===== config.mk =====
export PLATFORM = sky130hd
export DESIGN_NAME = swl_link
export DESIGN_NICKNAME = d
export VERILOG_FILES = /design/src/rtl/swl_pkg.sv /design/src/rtl/swl_sync2.sv /design/src/rtl/swl_tx.sv /design/src/rtl/swl_rx.sv /design/src/rtl/swl_link.sv
export SDC_FILE = /design/constraint.sdc
export NUM_CORES = 1
export LEC_CHECK = 0
export BUFFER_PORTS_ARGS = -buffer_cell sky130_fd_sc_hd__buf_2
export CAP_MARGIN = 25
export CORE_MARGIN = 2
export CORE_UTILIZATION = 44
export CTS_BUF_LIST = sky130_fd_sc_hd__clkbuf_16
export DETAILED_ROUTE_END_ITERATION = 8
export PLACE_DENSITY_LB_ADDON = 0.08
export SYNTH_ARGS = -nofsm -noshare
export SYNTH_HDL_FRONTEND = slang
export SYNTH_SLANG_ARGS = --single-unit

===== constraint.sdc =====
create_clock -name clk -period 2.7 [get_ports clk]
set_input_delay 0.27 -clock clk [delete_from_list [all_inputs] [get_ports clk]]
set_output_delay 0.27 -clock clk [all_outputs]
set_load 0.1 [all_outputs]

===== src/rtl/swl_pkg.sv =====
package swl_pkg;
  typedef enum logic [2:0] {
    TX_IDLE,
    TX_SYNC_LO,
    TX_SYNC_HI,
    TX_DATA,
    TX_PAR
  } tx_st_e;

  typedef enum logic [1:0] {
    RX_IDLE,
    RX_WAIT_LO,
    RX_WAIT_HI,
    RX_SAMPLE
  } rx_st_e;
endpackage


===== src/rtl/swl_sync2.sv =====
module swl_sync2 (
  input  logic clk,
  input  logic rst_n,
  input  logic d,
  output logic q
);
  logic [1:0] ff;

  // Resets to 1: an idle wire reads high through the pull-up.
  always_ff @(posedge clk or negedge rst_n) begin
    if (!rst_n) ff <= 2'b11;
    else        ff <= {ff[0], d};
  end

  assign q = ff[1];
endmodule


===== src/rtl/swl_tx.sv =====
module swl_tx
  import swl_pkg::*;
#(
  parameter int DW      = 8,
  parameter int BIT_CYC = 96
) (
  input  logic          clk,
  input  logic          rst_n,
  input  logic          go,
  input  logic          release_i,
  input  logic          wide,
  input  logic [DW-1:0] data,
  output logic          oe,
  output logic          out,
  output logic          busy,
  output logic          done
);
  localparam int CW  = (BIT_CYC > 1) ? $clog2(BIT_CYC) : 1;
  localparam int BCW = $clog2(DW + 1);

  tx_st_e         st_q, st_n;
  logic [CW-1:0]  cnt_q, cnt_n;
  logic [DW-1:0]  sh_q, sh_n;
  logic [BCW-1:0] nb_q, nb_n;
  logic           par_q, par_n;
  logic           oe_q, oe_n;
  logic           out_q, out_n;
  logic           done_q, done_n;
  logic           tick;

  assign tick = (cnt_q == CW'(BIT_CYC - 1));

  always_comb begin
    st_n   = st_q;
    cnt_n  = cnt_q;
    sh_n   = sh_q;
    nb_n   = nb_q;
    par_n  = par_q;
    oe_n   = oe_q;
    out_n  = out_q;
    done_n = 1'b0;
    if (st_q == TX_IDLE) begin
      if (go) begin
        st_n  = TX_SYNC_LO;
        cnt_n = '0;
        oe_n  = 1'b1;
        out_n = 1'b0;
        sh_n  = wide ? data : {data[DW-2:0], 1'b0};
        par_n = wide ? ^data : ^data[DW-2:0];
        nb_n  = wide ? BCW'(DW) : BCW'(DW - 1);
      end else if (release_i) begin
        oe_n = 1'b0;
      end
    end else if (tick) begin
      cnt_n = '0;
      case (st_q)
        TX_SYNC_LO: begin
          st_n  = TX_SYNC_HI;
          out_n = 1'b1;
        end
        TX_SYNC_HI: begin
          st_n  = TX_DATA;
          out_n = sh_q[DW-1];
          sh_n  = sh_q << 1;
          nb_n  = nb_q - BCW'(1);
        end
        TX_DATA: begin
          if (nb_q == '0) begin
            st_n  = TX_PAR;
            out_n = par_q;
          end else begin
            out_n = sh_q[DW-1];
            sh_n  = sh_q << 1;
            nb_n  = nb_q - BCW'(1);
          end
        end
        default: begin
          st_n   = TX_IDLE;
          out_n  = 1'b0;
          done_n = 1'b1;
        end
      endcase
    end else begin
      cnt_n = cnt_q + CW'(1);
    end
  end

  always_ff @(posedge clk or negedge rst_n) begin
    if (!rst_n) begin
      st_q   <= TX_IDLE;
      cnt_q  <= '0;
      sh_q   <= '0;
      nb_q   <= '0;
      par_q  <= 1'b0;
      oe_q   <= 1'b0;
      out_q  <= 1'b0;
      done_q <= 1'b0;
    end else begin
      st_q   <= st_n;
      cnt_q  <= cnt_n;
      sh_q   <= sh_n;
      nb_q   <= nb_n;
      par_q  <= par_n;
      oe_q   <= oe_n;
      out_q  <= out_n;
      done_q <= done_n;
    end
  end

  assign oe   = oe_q;
  assign out  = out_q;
  assign busy = (st_q != TX_IDLE);
  assign done = done_q;

  // the sender owns the wire for the whole frame
  a_r2_tx_owns_line: assert property (@(posedge clk) disable iff (!rst_n)
    busy |-> oe);
  // a finished frame leaves the wire driven low
  a_r4_tx_ends_low: assert property (@(posedge clk) disable iff (!rst_n)
    done |-> (oe && !out));
  // the period counter stays inside one bit period
  a_r2_period_range: assert property (@(posedge clk) disable iff (!rst_n)
    cnt_q <= CW'(BIT_CYC - 1));
endmodule


===== src/rtl/swl_rx.sv =====
module swl_rx
  import swl_pkg::*;
#(
  parameter int DW       = 8,
  parameter int BIT_CYC  = 96,
  parameter int HALF_CYC = 48,
  parameter int TMO_PER  = 5
) (
  input  logic          clk,
  input  logic          rst_n,
  input  logic          go,
  input  logic          wide,
  input  logic          line,
  output logic          busy,
  output logic          done,
  output logic [DW-1:0] data,
  output logic          perr
);
  localparam int TMO = TMO_PER * BIT_CYC;
  localparam int TW  = $clog2(TMO + 1);
  localparam int SW  = $clog2(BIT_CYC + HALF_CYC + 1);
  localparam int BCW = $clog2(DW + 1);

  rx_st_e         st_q, st_n;
  logic [TW-1:0]  tcnt_q, tcnt_n;
  logic [SW-1:0]  scnt_q, scnt_n;
  logic [DW-1:0]  sh_q, sh_n;
  logic [BCW-1:0] nb_q, nb_n;
  logic           wide_q, wide_n;
  logic [DW-1:0]  data_q, data_n;
  logic           perr_q, perr_n;
  logic           done_q, done_n;

  always_comb begin
    st_n   = st_q;
    tcnt_n = tcnt_q;
    scnt_n = scnt_q;
    sh_n   = sh_q;
    nb_n   = nb_q;
    wide_n = wide_q;
    data_n = data_q;
    perr_n = perr_q;
    done_n = 1'b0;
    case (st_q)
      RX_IDLE: begin
        if (go) begin
          st_n   = RX_WAIT_LO;
          tcnt_n = '0;
          wide_n = wide;
          sh_n   = '0;
        end
      end
      RX_WAIT_LO: begin
        if (!line || (tcnt_q == TW'(TMO - 1))) st_n = RX_WAIT_HI;
        else                                   tcnt_n = tcnt_q + TW'(1);
      end
      RX_WAIT_HI: begin
        if (line) begin
          st_n   = RX_SAMPLE;
          scnt_n = SW'(BIT_CYC + HALF_CYC - 1);
          nb_n   = wide_q ? BCW'(DW) : BCW'(DW - 1);
        end
      end
      default: begin
        if (scnt_q == '0) begin
          if (nb_q == '0) begin
            st_n   = RX_IDLE;
            data_n = sh_q;
            perr_n = line ^ (^sh_q);
            done_n = 1'b1;
          end else begin
            sh_n   = {sh_q[DW-2:0], line};
            nb_n   = nb_q - BCW'(1);
            scnt_n = SW'(BIT_CYC - 1);
          end
        end else begin
          scnt_n = scnt_q - SW'(1);
        end
      end
    endcase
  end

  always_ff @(posedge clk or negedge rst_n) begin
    if (!rst_n) begin
      st_q   <= RX_IDLE;
      tcnt_q <= '0;
      scnt_q <= '0;
      sh_q   <= '0;
      nb_q   <= '0;
      wide_q <= 1'b0;
      data_q <= '0;
      perr_q <= 1'b0;
      done_q <= 1'b0;
    end else begin
      st_q   <= st_n;
      tcnt_q <= tcnt_n;
      scnt_q <= scnt_n;
      sh_q   <= sh_n;
      nb_q   <= nb_n;
      wide_q <= wide_n;
      data_q <= data_n;
      perr_q <= perr_n;
      done_q <= done_n;
    end
  end

  assign busy = (st_q != RX_IDLE);
  assign done = done_q;
  assign data = data_q;
  assign perr = perr_q;

  // results move only together with the done pulse
  a_r7_perr_on_done: assert property (@(posedge clk) disable iff (!rst_n)
    !$stable(perr_q) |-> done_q);
  a_r7_data_on_done: assert property (@(posedge clk) disable iff (!rst_n)
    !$stable(data_q) |-> done_q);
  // the low-wait never runs past its bound
  a_r8_wait_bound: assert property (@(posedge clk) disable iff (!rst_n)
    tcnt_q <= TW'(TMO - 1));
  // a 7-bit chunk keeps the top result bit clear
  a_r5_narrow_top: assert property (@(posedge clk) disable iff (!rst_n)
    (done_q && !wide_q) |-> !data_q[DW-1]);
endmodule


===== src/rtl/swl_link.sv =====
module swl_link #(
  parameter int DW       = 8,
  parameter int BIT_CYC  = 96,
  parameter int HALF_CYC = BIT_CYC / 2,
  parameter int TMO_PER  = 5
) (
  input  logic          clk,
  input  logic          rst_n,
  input  logic          start,
  input  logic          tx_mode,
  input  logic          wide,
  input  logic [DW-1:0] tx_data,
  input  logic          line_in,
  output logic          line_oe,
  output logic          line_out,
  output logic          busy,
  output logic          done,
  output logic [DW-1:0] rx_data,
  output logic          parity_err
);
  logic s_line;
  logic accept, tx_go, rx_go;
  logic tx_busy, rx_busy, tx_done, rx_done;

  assign accept = start & ~busy;
  assign tx_go  = accept & tx_mode;
  assign rx_go  = accept & ~tx_mode;

  swl_sync2 u_sync (
    .clk   (clk),
    .rst_n (rst_n),
    .d     (line_in),
    .q     (s_line)
  );

  swl_tx #(.DW(DW), .BIT_CYC(BIT_CYC)) u_tx (
    .clk       (clk),
    .rst_n     (rst_n),
    .go        (tx_go),
    .release_i (rx_go),
    .wide      (wide),
    .data      (tx_data),
    .oe        (line_oe),
    .out       (line_out),
    .busy      (tx_busy),
    .done      (tx_done)
  );

  swl_rx #(.DW(DW), .BIT_CYC(BIT_CYC), .HALF_CYC(HALF_CYC), .TMO_PER(TMO_PER)) u_rx (
    .clk   (clk),
    .rst_n (rst_n),
    .go    (rx_go),
    .wide  (wide),
    .line  (s_line),
    .busy  (rx_busy),
    .done  (rx_done),
    .data  (rx_data),
    .perr  (parity_err)
  );

  assign busy = tx_busy | rx_busy;
  assign done = tx_done | rx_done;

  // done is a single-cycle pulse
  a_r4_done_pulse: assert property (@(posedge clk) disable iff (!rst_n)
    done |=> !done);
  // the done cycle is already idle
  a_r11_done_idle: assert property (@(posedge clk) disable iff (!rst_n)
    done |-> !busy);
  // a receiving block never drives the wire
  a_r10_rx_released: assert property (@(posedge clk) disable iff (!rst_n)
    rx_busy |-> !line_oe);
  // send and receive never overlap
  a_r9_one_role: assert property (@(posedge clk) disable iff (!rst_n)
    !(tx_busy && rx_busy));
endmodule


# Word-level counts from Yosys, hierarchy flattened

Cells that the tools add are included.

Register bits after elaboration: 70
Input bits: 14
Word-level logic and storage cells: 143

Add/subtract/negate cells: 5
Eq/ne operators: 17
Multiplexer cells: 56
Bitwise logic cells: 11
Reduce and logical (&&, ||, !) cells: 36

Operator list:

| kind                                              | count |
|---|---|
| 2-to-1 mux 8 bit                                  | 11 |
| one-hot mux 8 bit (2 select lines)                | 3 |
| 2-to-1 mux 4 bit                                  | 9 |
| 2-to-1 mux 7 bit                                  | 3 |
| 2-to-1 mux 9 bit                                  | 2 |
| one-hot mux 9 bit (2 select lines)                | 1 |
| one-hot mux 4 bit (2 select lines)                | 2 |
| XOR reduction 8 bit                               | 2 |
| 2-to-1 mux 1 bit                                  | 13 |
| 2-to-1 mux 3 bit                                  | 4 |
| != test 2 bit (second input constant)             | 6 |
| AND reduction 3 bit                               | 4 |
| AND reduction 4 bit                               | 3 |
| nonzero test 2 bit                                | 6 |
| 2-to-1 mux 2 bit                                  | 5 |
| adder 9 x 1 -> 9 bit (second input constant)      | 1 |
| equality test 9 bit (second input constant)       | 1 |
| one-hot mux 3 bit (3 select lines)                | 1 |
| logical NOT 4 bit                                 | 2 |
| logical NOT 8 bit                                 | 1 |
| AND reduction 2 bit                               | 4 |
| nonzero test 4 bit                                | 2 |
| subtractor 4 x 1 -> 4 bit (second input constant) | 2 |
| subtractor 8 x 1 -> 8 bit (second input constant) | 1 |
| 25 further kinds                                  | 36 |

# Longest topological paths before layout

Gate-level depths: netlist of the first run.

Depth after elaboration: 7
Gate-level depth with buffers: 9
Gate-level depth less buffers: 7

# By module

From an unflattened synthesis of the first run, not the netlist that was laid out.

Cell total of the unflattened synthesis: 411
Area, all modules: 4051.4 um^2

Modules (own cells, without submodules):

| module    | instances | cells an instance | area an instance (um^2) |
|---|---|---|---|
| swl_rx    | 1         | 254               | 2471.1 |
| swl_tx    | 1         | 151               | 1487.7 |
| swl_sync2 | 1         | 2                 | 52.6 |
| swl_link  | 1         | 4                 | 40.0 |

# Worst setup path before layout of the first run

No wires, ideal clock.

Path type: register to register
From: register u_rx.scnt_q[0]
To: register u_rx.sh_q[0]
Setup time: 0.125 ns
Data arrival time: 1.993 ns
Data required time: 2.575 ns
Slack: 0.582 ns
Cell stages (with the launch flop): 8
Path buffers: 0
Path through: dfrtp_1 > inv_1 > ha_1 > or3b_2 > nor3_2 > nor2_2 > nor3_4 > mux2_2

Cells in the longest elaborated chain, start to end: 3

RTL lines:

| what                          | RTL line     | text |
|---|---|---|
| from (decl)                   | swl_rx.sv:26 | `logic [SW-1:0] scnt_q, scnt_n;` |
| from (signal assigned)        | swl_rx.sv:97 | `scnt_q <= scnt_n;` |
| logical NOT 8 bit             | swl_rx.sv:65 | `if (scnt_q == '0) begin` |
| nonzero test 2 bit (no line)  | -            |  |
| AND reduction 4 bit (no line) | -            |  |
| to (signal assigned)          | swl_rx.sv:98 | `sh_q <= sh_n;` |
| to (decl)                     | swl_rx.sv:27 | `logic [DW-1:0] sh_q, sh_n;` |

No other way between the ends.
A chain may end at the register's enable or synchronous reset.

# Worst setup path after layout of the first run

From: register u_rx.scnt_q[0]
To: register u_rx.sh_q[7]

The elaborated chain is that of the path after synthesis.

==> out/qor.csv, run 1 <==
stage,metric,value,unit
outcome,status,finished clean,
final_layout,diodes,0,
global_route,overflow,0,
drt,wl_met2,3.24,mm
sta,grt_setup_unrepaired,no,
synth,syn_avg_cell_area,9.74,sq um
synth,ys_seq_area_share,46.3,%
pwr,total_power,3.84,mW
floorplanning,rows,33,
setup_path,critPathBufInv,1,
sta,hold_violations,0,
floorplanning,initial_utilization,45.7,%
synth,syn_inst,389,
drt,drc,0,
sta,fin_crit_sh,88.0,%
drt,ant_nets,0,
setup_path,critPathLaunchType,flop,
clock_network,clockBufferDepth,2,
final_layout,final_cell_mix,"dfrtp_1, nand2_1, o21ai_0, nor2_1, buf_2",
final_layout,final_common_cell,dfrtp_1,
clock_network,cts_tree,done,
sta,relSlewSlack,54.7,%
sta,skew,7.86,ps
sta,fmax,421,MHz
drt,wire_per_inst,13.9,microns
sta,layout_min_cycle_time,2380,ps
synth,synthesis.area,3790,sq um
setup_path,slowest_stage,or3b_2,
clock_network,postCtsSetupBuffers,0,
setup_path,critPathKind,reg -> reg,
global_route,grt_pass1_vias,2807,
drt,first_pass_iters,4,
sta,tightest_slew,680,ps
final_layout,fin_area,4370,sq um
setup_path,critPathTopFamily,simple AND/OR/NAND/NOR gates,
clock_network,cts_resized,0,
global_route,grt_pass1_wl,13.3,mm
final_layout,drive_gt1_share,19.2,%
global_route,grt_usage,17.2,%
drt,routed.top_layer,met4,
sta,slew_viol_final,0,
drt,wl,7.31,mm
setup_path,crit_fanout,8,
setup_path,path_cells,inv_1 > ha_1 > or3b_2 > nor3_2 > nor2_2 > nor3_4 > mux2_2,
clock_network,htree_levels,3,
global_route,grt_max_degree,43,
final_layout,syn2layout_area_growth,15.3,%
drt,num_vias,2874,
synth,synth_ff_type,dfrtp_1,
place,gp_congestion,0.838,
synth,synth-seq-cells,70,
sta,tns,0,ps
clock_network,hold_buffers,1,
run,maxCapViolations,0,
drt,vias_per_cell,5.45,
sta,hold_slack,38.2,ps
floorplanning,die_area,9370,sq um
drt,wl_met3,304,microns
synth,synthArstFlopShare,100,%
final_layout,fillCellCount,755,
drt,drt_iter0_drc,116,
worst_hold_path,worstHoldPathType,in -> reg,
setup_path,cp_data_required_time,2920,ps
floorplanning,die_w,96.8,microns
clock_network,cts.sinks,70,
clock_network,insertion_delay,330,ps
synth,synth_nets,414,
pwr,ir_drop,0.299,mV
floorplanning,dieHeight,96.8,microns
pwr,power.density,878,nW/um^2
clock_network,path_clk_slew,60,ps
sta,finalSetupViolations,0,
setup_path,critPathArrivalTime,2600,ps
floorplanning,core,8300,sq um
drt,met1_length,3.66,mm
place,portBuffers,26,
synth,ys_types,60,
floorplanning,boundaryPins,27,
setup_path,critPathMaxStageDelay,490,ps
synth,synth_warnings,0,
global_route,antenna_found_initial,0,
clock_network,cts_buffers,9,
synth,synth-edff-count,0,
place,dp_hpwl,5.19,mm
final_layout,nets,442,
place,postPlaceCellArea,4030,sq um
setup_path,end_kind,flop,
clock_network,root_buffer,clkbuf_16,
pwr,leakagePower,2.02,nW
## report_power, final
part | internal, mW | total [mW] | leakage, nW | switching, mW
logic | 0.523 | 1.16 | 0.953 | 0.640
registers | 1.21 | 1.38 | 0.908 | 0.166
clock network | 0.819 | 1.29 | 0.157 | 0.474
total | 2.56 | 3.84 | 2.02 | 1.28
## final timing paths
check	from	to	slack, ps	cells after the start
worst max-delay path	u_rx.scnt_q[0]$_DFFE_PN0P_	u_rx.sh_q[7]$_DFFE_PN0P_	320	7
worst min-delay path	line_in	u_sync.ff[0]$_DFF_PN1_	40	1
worst max register to register	u_rx.scnt_q[0]$_DFFE_PN0P_	u_rx.sh_q[7]$_DFFE_PN0P_	320	7
worst min register to register	u_sync.ff[0]$_DFF_PN1_	u_sync.ff[1]$_DFF_PN1_	360	0
max in group asynchronous	rst_n	u_sync.ff[0]$_DFF_PN1_	1490	3
min in group asynchronous	rst_n	u_rx.scnt_q[6]$_DFFE_PN0P_	510	2
## cells by family after synthesis
group	count (synthesis)	synth area share [%]
and+or+nand+nor	142	19.7
AOI/OAI and AO/OA	89	14.7
DFF	70	46.3
buffers and inverters	30	3.27
muxes	28	8.06
xor gates and xnor gates	19	4.39
adders and majority gates	11	3.63
## cell type report
cell class                 instances  area (sq um)  area share (%)
multi-input combinational        289          1910            43.8
sequential                        70          1750            40.2
clock buffer                       9           225            5.16
timing repair buffer              31           183            4.18
tap                              105           131            3.01
clock inverter                     7           103            2.35
inverter                          16          60.1            1.37
## routing by layer
layer / track usage (%) / vias up
li1: - / 1435
met1: 23.4 / 1382
met2: 26.4 / 47
met3: 4.99 / 10
met4: 5.63 / 0
met5: 0 / -
## through the flow
| stage | instances | utilization [%] | setup slack (ps) |
|---|---|---|---|
| 4_1_cts | 527 | 52.6 | 322 |
| 3_3_place_gp | 510 | 48.6 | 398 |
| 3_5_place_dp | 510 | 48.6 | 330 |
| 2_1_floorplan | 389 | - | 582 |
| 5_1_grt | 527 | 52.6 | 177 |
| 6_report | 527 | 52.6 | 324 |
## sequential cells by signal, indices dropped and copies added, names as in the netlist
register,flops
u_sync.ff,2
u_tx.cnt_q,7
u_tx.st_q,3
u_tx.par_q,1
u_tx.done,1
u_rx.perr,1
u_rx.st_q,2
u_tx.sh_q,8
u_rx.sh_q,8
u_rx.data,8
u_tx.out,1
u_rx.done,1
u_rx.wide_q,1
u_rx.nb_q,4
u_rx.tcnt_q,9
u_tx.nb_q,4
u_tx.oe,1
u_rx.scnt_q,8
## worst reg2reg max path, delay by kind of cell, from the launching register on
kind | cells | cell delay (ps)
adder cells (fa/ha/maj) | 1 | 170
buffers and inverters | 1 | 120
flip-flops | 1 | 390
multiplexers | 1 | 380
AND/OR/NAND/NOR | 4 | 1200
## cell usage after synthesis (4+ instances only)
master    number  share of area [%]
xor2_1         5                1.2
nor3_1        13                1.7
clkbuf_1       9               0.89
mux2i_1        8                2.1
mux2_2        20                5.9
ha_1          11                3.6
o21ai_0       37                4.9
nand2b_1       6               0.99
nor2_1        30                3.0
a21oi_1       17                2.2
dfrtp_1       68                 45
xnor2_1       14                3.2
inv_1         16                1.6
and2_1         4               0.66
nor3b_1        4               0.79
nand2_1       38                3.8
nand3_1       10                1.3
and2b_1        7                1.4
No activity file was read; power rests on OpenSTA's default activity.
==> inputs of run 2 (changes only) <==
--- a/config.mk
+++ b/config.mk
@@ -11,7 +11,6 @@
 export CORE_UTILIZATION = 44
 export CTS_BUF_LIST = sky130_fd_sc_hd__clkbuf_16
 export DETAILED_ROUTE_END_ITERATION = 8
-export PLACE_DENSITY_LB_ADDON = 0.08
 export SYNTH_ARGS = -nofsm -noshare
 export SYNTH_HDL_FRONTEND = slang
 export SYNTH_SLANG_ARGS = --single-unit
==> run 2 against run 1 <==
Against the previous run:
- count of clock-buffer cells in the layout stayed put
- highest routed layer unchanged
- sequential power about the same
- die area stayed put
- largest power group unchanged
- critical path type unchanged
- via count is 0.84% lower
- first-iteration DRC count shrank 28%
==> out/qor.csv, run 2 (synthesis results as in run 1) <==
stage,metric,value,unit,change
pwr,total_power,3.69,mW,-3.8%
setup_path,cp.depth,7,,unchanged
floorplanning,boundaryPins,27,,unchanged
final_layout,final_common_cell,dfrtp_1,,
final_layout,final_cell_mix,"dfrtp_1, nand2_1, o21ai_0, nor2_1, buf_2",,
sta,finalSetupViolations,0,,unchanged
drt,first_pass_iters,4,,unchanged
setup_path,critPathKind,reg -> reg,,
setup_path,rr_worst_depth,7,,unchanged
final_layout,nets,445,,+0.68%
setup_path,critPathBufInv,1,,unchanged
worst_hold_path,worstHoldPathType,in -> reg,,
floorplanning,initial_utilization,45.7,%,unchanged
drt,drt_iter0_drc,83,,-28%
pwr,clockPowerShare,30.9,%,-2.8 points
global_route,grt_max_degree,44,,+2.3%
global_route,overflow,0,,unchanged
setup_path,cp_data_required_time,2910,ps,about the same
drt,wl,7.31,mm,about the same
pwr,p_int,2.45,mW,-4.1%
pwr,netSwitchingPower,1.24,mW,-3.0%
pwr,switching_share,33.6,%,+0.25 points
final_layout,syn2layout_area_growth,14.9,%,
clock_network,cts_tree,done,,
outcome,status,finished clean,,
clock_network,cts_resized,0,,unchanged
place,dp_hpwl,5.14,mm,-1.1%
place,portBuffers,26,,unchanged
floorplanning,core,8300,sq um,unchanged
worst_hold_path,holdPathStages,1,,unchanged
pwr,leakagePower,2.01,nW,-0.17%
floorplanning,die_area,9370,sq um,unchanged
pwr,ir_drop,0.404,mV,+35%
setup_path,critPathArrivalTime,2570,ps,-30 ps
clock_network,path_clk_slew,60,ps,about the same
final_layout,diodes,0,,unchanged
drt,drc,0,,unchanged
drt,num_vias,2850,,-0.84%
final_layout,regArea,1750,sq um,unchanged
sta,slew_viol_final,0,,unchanged
sta,hold_violations,0,,unchanged
run,maxCapViolations,0,,unchanged
final_layout,largest_register_ff_count,9,,unchanged
pwr,combPwrFrac,31.7,%,+1.4 points
final_layout,largest_register,u_rx.tcnt_q,,
sta,relSlewSlack,55.4,%,+0.75 points
clock_network,root_buffer,clkbuf_16,,
drt,ant_nets,0,,unchanged
sta,fmax,424,MHz,+0.74%
floorplanning,die_w,96.8,microns,unchanged
clock_network,clockBufferDepth,2,,unchanged
setup_path,slowest_stage,or3b_2,,
drt,wire_per_inst,13.8,microns,-0.55%
sta,layout_min_cycle_time,2360,ps,-17.5 ps
setup_path,critPathMaxStageDelay,490,ps,about the same
global_route,grt_pass1_wl,12.8,mm,-3.5%
final_layout,fillCellCount,755,,unchanged
floorplanning,dieHeight,96.8,microns,unchanged
final_layout,multiInputGateArea,1910,sq um,unchanged
pwr,seq_power_share,37.5,%,+1.5 points
setup_path,path_cells,inv_1 > ha_1 > or3b_2 > nor3_2 > nor2_2 > nor3_4 > mux2_2,,
final_layout,drive_gt1_share,19.3,%,+0.10 points
sta,grt_setup_unrepaired,no,,
setup_path,critPathTopFamily,simple AND/OR/NAND/NOR gates,,
floorplanning,rows,33,,unchanged
clock_network,cts_buffers,9,,unchanged
setup_path,end_kind,flop,,
sta,tns,0,ps,unchanged
setup_path,crit_fanout,8,,unchanged
clock_network,htree_levels,3,,unchanged
pwr,power.density,848,nW/um^2,-3.4%
global_route,grt_pass1_vias,2791,,-0.57%
sta,fin_crit_sh,87.4,%,-0.65 points
drt,vias_per_cell,5.38,,-1.4%
clock_network,cts.sinks,70,,unchanged
clock_network,insertion_delay,320,ps,about the same
sta,skew,4.56,ps,-3.30 ps
global_route,antenna_found_initial,0,,unchanged
setup_path,critPathLaunchType,flop,,
sta,tightest_slew,664,ps,-15.7 ps
global_route,grt_usage,16.3,%,-0.87 points
place,gp_congestion,0.810,,-3.4%
[run 2: routing by layer]
layer / track usage [%] / wire (microns)
met1: 21.1 / 3570
met2: 27.1 / 3450
met3: 3.61 / 221
met4: 5.63 / 68
met5: 0 / 0
[run 2: metrics by stage]
step | hold WS [ps] | util (%) | setup WS (ps) | cells | instance area, sq um
2_1_floorplan | -25.6 | - | 582 | 389 | 3790
3_3_place_gp | 338 | 48.8 | 411 | 513 | 4050
3_5_place_dp | 343 | 48.8 | 367 | 513 | 4050
4_1_cts | 36.6 | 52.5 | 354 | 530 | 4350
5_1_grt | 31.2 | 52.5 | 231 | 530 | 4350
6_report | 44.6 | 52.5 | 341 | 530 | 4350
[run 2: timing repair]
action,in CTS,in global routing
setup buffers,0,0
endpoints found under the hold margin,25,0
setup endpoints to repair,0,0
hold buffers,1,0
[run 2: worst register-to-register path, cell delays in order, from the launching register on]
cell and delay, ps:
dfrtp_1 390, inv_1 130, ha_1 170, or3b_2 490
nor3_2 270, nor2_2 80, nor3_4 340, mux2_2 390
[run 2: cell type report]
type                       count  area share [%]
clock inverter                 7            1.52
tap                          105            3.02
multi-input combinational    289            43.9
clock buffer                   9            5.17
inverter                      16            1.38
timing repair buffer          34            4.71
sequential                    70            40.3
[run 2: path summary, 6_finish.rpt]
path / slack, ps / from / end
min in group asynchronous: 510 / rst_n / u_rx.scnt_q[7]$_DFFE_PN0P_
min reg2reg: 350 / u_sync.ff[0]$_DFF_PN1_ / u_sync.ff[1]$_DFF_PN1_
min: 40 / line_in / u_sync.ff[0]$_DFF_PN1_
max in group asynchronous: 1530 / rst_n / u_tx.nb_q[1]$_DFFE_PN0P_
max: 340 / u_rx.scnt_q[0]$_DFFE_PN0P_ / u_rx.sh_q[4]$_DFFE_PN0P_
max reg2reg: 340 / u_rx.scnt_q[0]$_DFFE_PN0P_ / u_rx.sh_q[4]$_DFFE_PN0P_
[run 2: power by group through the flow]
| stage | clock [mW] | combinational [mW] | sequential [mW] |
|---|---|---|---|
| 3_3_place_gp | 0 | 1.15 | 1.39 |
| 4_1_cts | 1.18 | 1.18 | 1.38 |
| 6_report | 1.14 | 1.17 | 1.38 |
| 3_5_place_dp | 0 | 1.17 | 1.40 |
| 2_1_floorplan | 0 | 0.955 | 1.36 |
| 5_1_grt | 1.21 | 1.33 | 1.41 |
